$ cat config.mk
export PLATFORM = sky130hd
export DESIGN_NAME = rx_drop_stat_reg
export DESIGN_NICKNAME = d
export VERILOG_FILES = /design/src/rtl/rxstat_pkg.sv /design/src/rtl/rxstat_event_counter.sv /design/src/rtl/rxstat_read_port.sv /design/src/rtl/rx_drop_stat_reg.sv
export SDC_FILE = /design/constraint.sdc
export NUM_CORES = 1
export LEC_CHECK = 0
export BUFFER_PORTS_ARGS = -buffer_cell sky130_fd_sc_hd__clkbuf_2
export CAP_MARGIN = 20
export CORE_UTILIZATION = 53
export CTS_CLUSTER_SIZE = 28
export DETAILED_ROUTE_END_ITERATION = 10
export PLACE_DENSITY_LB_ADDON = 0.1
export SLEW_MARGIN = 20
export SYNTH_ARGS = -nofsm -noshare
export SYNTH_HDL_FRONTEND = slang
export SYNTH_SLANG_ARGS = --single-unit
$ cat constraint.sdc
create_clock -name clk -period 2.1 [get_ports clk]
set_clock_uncertainty 0.05 [all_clocks]
set_input_delay 0.21 -clock clk [delete_from_list [all_inputs] [get_ports clk]]
set_output_delay 0.21 -clock clk [all_outputs]
set_load 0.05 [all_outputs]
$ cat src/rtl/rxstat_pkg.sv
package rxstat_pkg;
  localparam int unsigned DATA_W       = 32;
  localparam int unsigned ADDR_W       = 16;
  localparam logic [15:0] REG_OFFSET   = 16'h1020;
  localparam int unsigned NODESC_CNT_W = 16;
  localparam int unsigned FIFO_CNT_W   = 11;
  localparam int unsigned FIFO_INC_W   = 2;
endpackage

$ cat src/rtl/rxstat_event_counter.sv
module rxstat_event_counter #(
  parameter int unsigned CNT_W = 16,
  parameter int unsigned INC_W = 1
) (
  input  logic             clk,
  input  logic             rst_n,
  input  logic [INC_W-1:0] inc_i,
  input  logic             clr_i,
  output logic [CNT_W-1:0] cnt_o,
  output logic             ovf_o,
  output logic             wrap_o
);
  localparam int unsigned SUM_W = CNT_W + 1;
  localparam logic [CNT_W-1:0] CNT_MAX = '1;

  // carry-extended add; the top bit is the wrap event
  function automatic logic [SUM_W-1:0] add_wide(input logic [CNT_W-1:0] base,
                                                input logic [INC_W-1:0] inc);
    return {1'b0, base} + SUM_W'(inc);
  endfunction

  logic [CNT_W-1:0] cnt_q;
  logic             ovf_q;
  logic [CNT_W-1:0] base_c;
  logic [SUM_W-1:0] sum_c;
  logic             wrap_c;

  assign base_c = clr_i ? '0 : cnt_q;
  assign sum_c  = add_wide(base_c, inc_i);
  assign wrap_c = sum_c[CNT_W];

  always_ff @(posedge clk or negedge rst_n) begin
    if (!rst_n) begin
      cnt_q <= '0;
      ovf_q <= 1'b0;
    end else begin
      cnt_q <= sum_c[CNT_W-1:0];
      ovf_q <= (ovf_q & ~clr_i) | wrap_c;
    end
  end

  assign cnt_o  = cnt_q;
  assign ovf_o  = ovf_q;
  assign wrap_o = wrap_c;


  ovf_sticky_chk: assert property (@(posedge clk) disable iff (!rst_n)
    (ovf_q && !clr_i) |=> ovf_q);


  max_wrap_chk: assert property (@(posedge clk) disable iff (!rst_n)
    (cnt_q == CNT_MAX && inc_i != '0 && !clr_i) |=>
      (ovf_q && cnt_q == CNT_W'($past(inc_i)) - CNT_W'(1)));


  idle_stable_chk: assert property (@(posedge clk) disable iff (!rst_n)
    (inc_i == '0 && !clr_i) |=> ($stable(cnt_q) && $stable(ovf_q)));


  clr_keeps_evt_chk: assert property (@(posedge clk) disable iff (!rst_n)
    clr_i |=> (cnt_q == CNT_W'($past(inc_i)) && !ovf_q));
endmodule

$ cat src/rtl/rxstat_read_port.sv
module rxstat_read_port #(
  parameter int unsigned ADDR_W = 16,
  parameter int unsigned DATA_W = 32,
  parameter logic [ADDR_W-1:0] OFFSET = '0
) (
  input  logic              clk,
  input  logic              rst_n,
  input  logic              rd_en_i,
  input  logic [ADDR_W-1:0] rd_addr_i,
  input  logic [DATA_W-1:0] word_i,
  output logic              hit_o,
  output logic [DATA_W-1:0] rd_data_o
);
  logic [DATA_W-1:0] data_q;

  assign hit_o = rd_en_i && (rd_addr_i == OFFSET);

  always_ff @(posedge clk or negedge rst_n) begin
    if (!rst_n) begin
      data_q <= '0;
    end else if (rd_en_i) begin
      data_q <= hit_o ? word_i : '0;
    end
  end

  assign rd_data_o = data_q;


  miss_zero_chk: assert property (@(posedge clk) disable iff (!rst_n)
    (rd_en_i && !hit_o) |=> (rd_data_o == '0));


  data_hold_chk: assert property (@(posedge clk) disable iff (!rst_n)
    !rd_en_i |=> $stable(rd_data_o));
endmodule

$ cat src/rtl/rx_drop_stat_reg.sv
module rx_drop_stat_reg
  import rxstat_pkg::*;
#(
  parameter int unsigned NODESC_W = NODESC_CNT_W,
  parameter int unsigned FIFO_W   = FIFO_CNT_W
) (
  input  logic              clk,
  input  logic              rst_n,
  input  logic              nodesc_drop_i,
  input  logic              fifo_ovf_drop_i,
  input  logic              runt_drop_i,
  input  logic              rd_en_i,
  input  logic [ADDR_W-1:0] rd_addr_i,
  output logic [DATA_W-1:0] rd_data_o
);
  localparam int unsigned NODESC_OVF_BIT = NODESC_W;
  localparam int unsigned FIFO_LSB       = NODESC_W + 1;
  localparam int unsigned FIFO_OVF_BIT   = FIFO_LSB + FIFO_W;
  localparam int unsigned RSV_W          = DATA_W - FIFO_OVF_BIT - 1;

  logic                  rd_hit;
  logic [FIFO_INC_W-1:0] fifo_inc;
  logic [NODESC_W-1:0]   nodesc_cnt;
  logic                  nodesc_ovf;
  logic                  nodesc_wrap;
  logic [FIFO_W-1:0]     fifo_cnt;
  logic                  fifo_ovf;
  logic                  fifo_wrap;
  logic [DATA_W-1:0]     word;

  assign fifo_inc = FIFO_INC_W'(fifo_ovf_drop_i) + FIFO_INC_W'(runt_drop_i);

  rxstat_event_counter #(.CNT_W(NODESC_W), .INC_W(1)) u_nodesc (
    .clk    (clk),
    .rst_n  (rst_n),
    .inc_i  (nodesc_drop_i),
    .clr_i  (rd_hit),
    .cnt_o  (nodesc_cnt),
    .ovf_o  (nodesc_ovf),
    .wrap_o (nodesc_wrap)
  );

  rxstat_event_counter #(.CNT_W(FIFO_W), .INC_W(FIFO_INC_W)) u_fifo (
    .clk    (clk),
    .rst_n  (rst_n),
    .inc_i  (fifo_inc),
    .clr_i  (rd_hit),
    .cnt_o  (fifo_cnt),
    .ovf_o  (fifo_ovf),
    .wrap_o (fifo_wrap)
  );

  assign word[NODESC_W-1:0]           = nodesc_cnt;
  assign word[NODESC_OVF_BIT]         = nodesc_ovf;
  assign word[FIFO_OVF_BIT-1:FIFO_LSB] = fifo_cnt;
  assign word[FIFO_OVF_BIT]           = fifo_ovf;

  generate
    if (RSV_W > 0) begin : g_rsv
      assign word[DATA_W-1:FIFO_OVF_BIT+1] = '0;
    end
  endgenerate

  rxstat_read_port #(.ADDR_W(ADDR_W), .DATA_W(DATA_W), .OFFSET(REG_OFFSET)) u_rd (
    .clk       (clk),
    .rst_n     (rst_n),
    .rd_en_i   (rd_en_i),
    .rd_addr_i (rd_addr_i),
    .word_i    (word),
    .hit_o     (rd_hit),
    .rd_data_o (rd_data_o)
  );


  clear_after_read_chk: assert property (@(posedge clk) disable iff (!rst_n)
    rd_hit |=> (nodesc_cnt <= NODESC_W'(1) && fifo_cnt <= FIFO_W'(2)
                && !nodesc_ovf && !fifo_ovf));


  miss_keeps_chk: assert property (@(posedge clk) disable iff (!rst_n)
    (!rd_hit && !nodesc_drop_i && !fifo_ovf_drop_i && !runt_drop_i) |=>
      ($stable(nodesc_cnt) && $stable(fifo_cnt) && $stable(nodesc_ovf) && $stable(fifo_ovf)));


  nodesc_only_chk: assert property (@(posedge clk) disable iff (!rst_n)
    (nodesc_wrap && !fifo_wrap && !rd_hit && !fifo_ovf) |=> !fifo_ovf);
endmodule

==> metrics.md <==
| Metric | Value |
|---|---|
| Result of the run | `finished, final reports clean` |
| Final hold vios | `0` |
| CTS hold repair buffers | `1` |
| Timing startpoint of the critical path | `u_fifo.cnt_o[0]` |
| Peak fanout along the critical path | `5` |
| Root buf cell | `sky130_fd_sc_hd__clkbuf_8` |
| Worst slew slack as a fraction of its limit | `53.3%` |
| Overall track demand over capacity in global routing | `22.1%` |
| Post-DRT Antenna Nets | `0` |
| Setup slack, reg-to-reg | `280 ps` |
| Actual transition at the worst max-transition pin | `701 ps` |
| Worst-skew pair later-pin latency | `330 ps` |
| Number of global-route vias before repair | `1,767` |
| Number of antenna violations at the first check in global routing | `0` |
| Start point of the worst hold path | `nodesc_drop_i` |
| Standard-cell row count | `24` |
| Flip-flop cell with the highest count after synthesis | `sky130_fd_sc_hd__dfrtp_1` |
| Net total in the final layout | `299` |
| Detailed-placement wirelength estimate | `3140 um` |
| Class of the most critical hold timing path | `input pin to register` |
| Routed wire length | `4660 um` |
| Total of buffers placed on input and output ports | `50` |
| Area of the die | `4910 um^2` |
| RePlAce Congestion | `0.766` |
| Number of buffers inserted during clock tree synthesis | `9` |
| Power consumption | `2730 uW` |
| Ratio of final minimum period to clock period | `86.6%` |
| Async set-reset flop share out of synthesis | `100%` |
| Remaining routing DRC violations | `0` |
| Top post-synthesis cells by area | `sky130_fd_sc_hd__dfrtp_1 (59%), sky130_fd_sc_hd__a22o_1 (10%), sky130_fd_sc_hd__xnor2_1 (5.7%)` |
| Clock buffer depth | `2` |
| ANT cells | `0` |
| Number of flops mapped to enable cells by yosys | `0` |
| Startpoint of the worst-slack reg-to-reg timing path | `u_fifo.cnt_o[0]` |
| Unrepaired setup endpoints after global routing | `false` |
| Initial standard-cell utilization of the core | `55.6%` |
| Slowest cell on the critical path | `sky130_fd_sc_hd__fa_1` |
| Most area-hungry cell type in the Yosys netlist | `sky130_fd_sc_hd__dfrtp_1` |
| Post-cts sizing count | `0` |
| Critical path startpoint category | `register` |
| Number of primary I/O pins | `54` |
| Largest stage delay, worst path | `390 ps` |
| Kind of capture point of the worst setup path | `register` |
| Maximum operating frequency | `0.550 GHz` |
| Total via count in the routed design | `1,783` |
| Pin count of the biggest net entering global routing | `59` |
| Floorplan Core Area | `4410 um^2` |
| Initial DRT Pass Iterations | `4` |
| Cell count after synthesis | `211` |
| CTS tree | `built` |
| Yosys reg bits | `58` |
| Library cell with the highest instance count after synthesis | `sky130_fd_sc_hd__dfrtp_1` |
| CTS clock-pin slew for the worst setup and hold paths | `50 ps` |
| Count of clock tree sinks | `58` |
| Count of buffers added by post-CTS timing repair for setup | `0` |
| Die boundary width | `70.1 um` |
| Max-cap viol count | `0` |
| Worst path cell trace | `o21ai_0 -> fa_1 -> inv_1 -> ha_1 -> nand3_1 -> nor3_1 -> xnor2_1 -> nor2_1` |
| VDD IR max | `0.517 mV` |
| Post-route worst hold slack | `66.8 ps` |
| Worst EP arrival | `1980 ps` |
| Mean post-synth cell area | `11.6 um^2` |
| Total gr overflow | `0` |
| Post-DR wirelength/cell | `14.2 um` |
| Floorplan die height | `70.1 um` |
| Wire length of the first global-routing pass | `8150 um` |
| Cell area after technology mapping | `2450 um^2` |
| Area grow syn2layout | `21.3%` |
| Worst setup path category | `register to register` |
| Fraction of final layout cells sized beyond drive strength 1 | `28.2%` |
| Accumulated negative setup slack | `0 ps` |
| Area share of the largest cell type after synthesis | `59.1%` |
| Required time worst endpoint | `2260 ps` |
| Post-synth top cells | `sky130_fd_sc_hd__dfrtp_1 (58), sky130_fd_sc_hd__a22o_1 (29), sky130_fd_sc_hd__nor2_1 (28)` |
| Static leakage | `0.00148 uW` |
| Library cells used by synthesis | `32` |
| Power density over the cells | `917 nW/um^2` |
| Layout fillers | `378` |
| Number of pins exceeding their max-slew limit in the final report | `0` |
| Final setup violating endpoints | `0` |
| Minimum period implied by the final worst setup slack | `1820 ps` |
| Post-synthesis sequential area ratio | `59.1%` |
| Level count of the clock H-tree | `3` |
| Detailed-route vias per instance | `5.42` |
| 1st-iter DRT viols | `110` |
| YS warnings | `0` |
metal layers:
layer	vias to the layer above	share of wire (%)	GRT usage, %
met4	0	1.9	10.9
li1	862	-	-
met5	-	0	0
met1	868	45	27.4
met2	40	49	34.3
met3	13	3.9	7.79
path summary, 6_finish.rpt:
path,end,cells past startpoint
setup / recovery,u_fifo.cnt_o[10],8
hold / removal,u_nodesc.cnt_o[0],2
setup reg to reg,u_fifo.cnt_o[10],8
hold reg to reg,u_rd.rd_data_o[0],1
max in group asynchronous,u_fifo.cnt_o[10],3
min in group asynchronous,u_rd.rd_data_o[3],3
flip-flops by register name (all words and copies together), names as in the netlist:
name,cells
u_nodesc.cnt_o,16
u_fifo.ovf_o,1
u_nodesc.ovf_o,1
u_rd.rd_data_o,29
u_fifo.cnt_o,11
cell type report:
| class | instances | area, um^2 | share of cell area (%) |
|---|---|---|---|
| clock inverter | 3 | 15.0 | 0.504 |
| sequential | 58 | 1450 | 48.7 |
| multi-input combinational | 137 | 933 | 31.3 |
| timing repair buffer | 61 | 335 | 11.3 |
| clock buffer | 12 | 155 | 5.21 |
| inverter | 6 | 22.5 | 0.756 |
| tap | 52 | 65.1 | 2.18 |
critical path: cells and delay by family, from the launching register on:
family,cells,cell delay (ps)
xor gates and xnor gates,1,140
and+or+nand+nor,3,340
AOI/OAI and AO/OA,1,100
DFF,1,350
buffers and inverters,1,70
adders and majority gates,2,640
cells by family after synthesis:
logic type | share of synthesized area (%)
DFF | 59.1
other | 0.153
buffers and inverters | 3.36
xor gates and xnor gates | 7.49
and+or+nand+nor | 14.9
adders and majority gates | 2.34
AOI/OAI and AO/OA | 12.6
through the flow:
| step | setup slack [ps] | instance area (um^2) | util [%] | std cells |
|---|---|---|---|---|
| 3_5_place_dp | -12.6 | 2800 | 63.4 | 313 |
| 3_3_place_gp | 67.0 | 2800 | 63.4 | 313 |
| 5_1_grt | 116 | 2980 | 67.5 | 329 |
| 4_1_cts | 277 | 2980 | 67.5 | 329 |
| 6_report | 281 | 2980 | 67.5 | 329 |
| 2_1_floorplan | 120 | 2460 | - | 213 |
layout by cell type, fill, tap and decap left out, types with 3 or more instances in the layout:
| cell type | n |
|---|---|
| sky130_fd_sc_hd__nand3_1 | 12 |
| sky130_fd_sc_hd__xor2_1 | 5 |
| sky130_fd_sc_hd__conb_1 | 3 |
| sky130_fd_sc_hd__inv_1 | 6 |
| sky130_fd_sc_hd__nand2_1 | 7 |
| sky130_fd_sc_hd__clkbuf_8 | 11 |
| sky130_fd_sc_hd__nand3b_1 | 3 |
| sky130_fd_sc_hd__nor3_1 | 5 |
| sky130_fd_sc_hd__ha_1 | 3 |
| sky130_fd_sc_hd__nor2_1 | 28 |
| sky130_fd_sc_hd__a22o_1 | 29 |
| sky130_fd_sc_hd__clkbuf_2 | 50 |
| sky130_fd_sc_hd__nor2b_1 | 3 |
| sky130_fd_sc_hd__xnor2_1 | 16 |
| sky130_fd_sc_hd__o21ai_0 | 4 |
| sky130_fd_sc_hd__buf_4 | 10 |
| sky130_fd_sc_hd__dfrtp_1 | 58 |
| sky130_fd_sc_hd__clkinv_2 | 3 |
| sky130_fd_sc_hd__nor4_1 | 5 |
report_power, final:
part           switching [uW]  leakage [uW]  total [uW]  internal [uW]
combinational             210      0.000598         406            196
clock                     398     0.0000920         877            479
sequential                193      0.000785        1450           1260
Note: power is estimated with default switching activity, not from simulation.
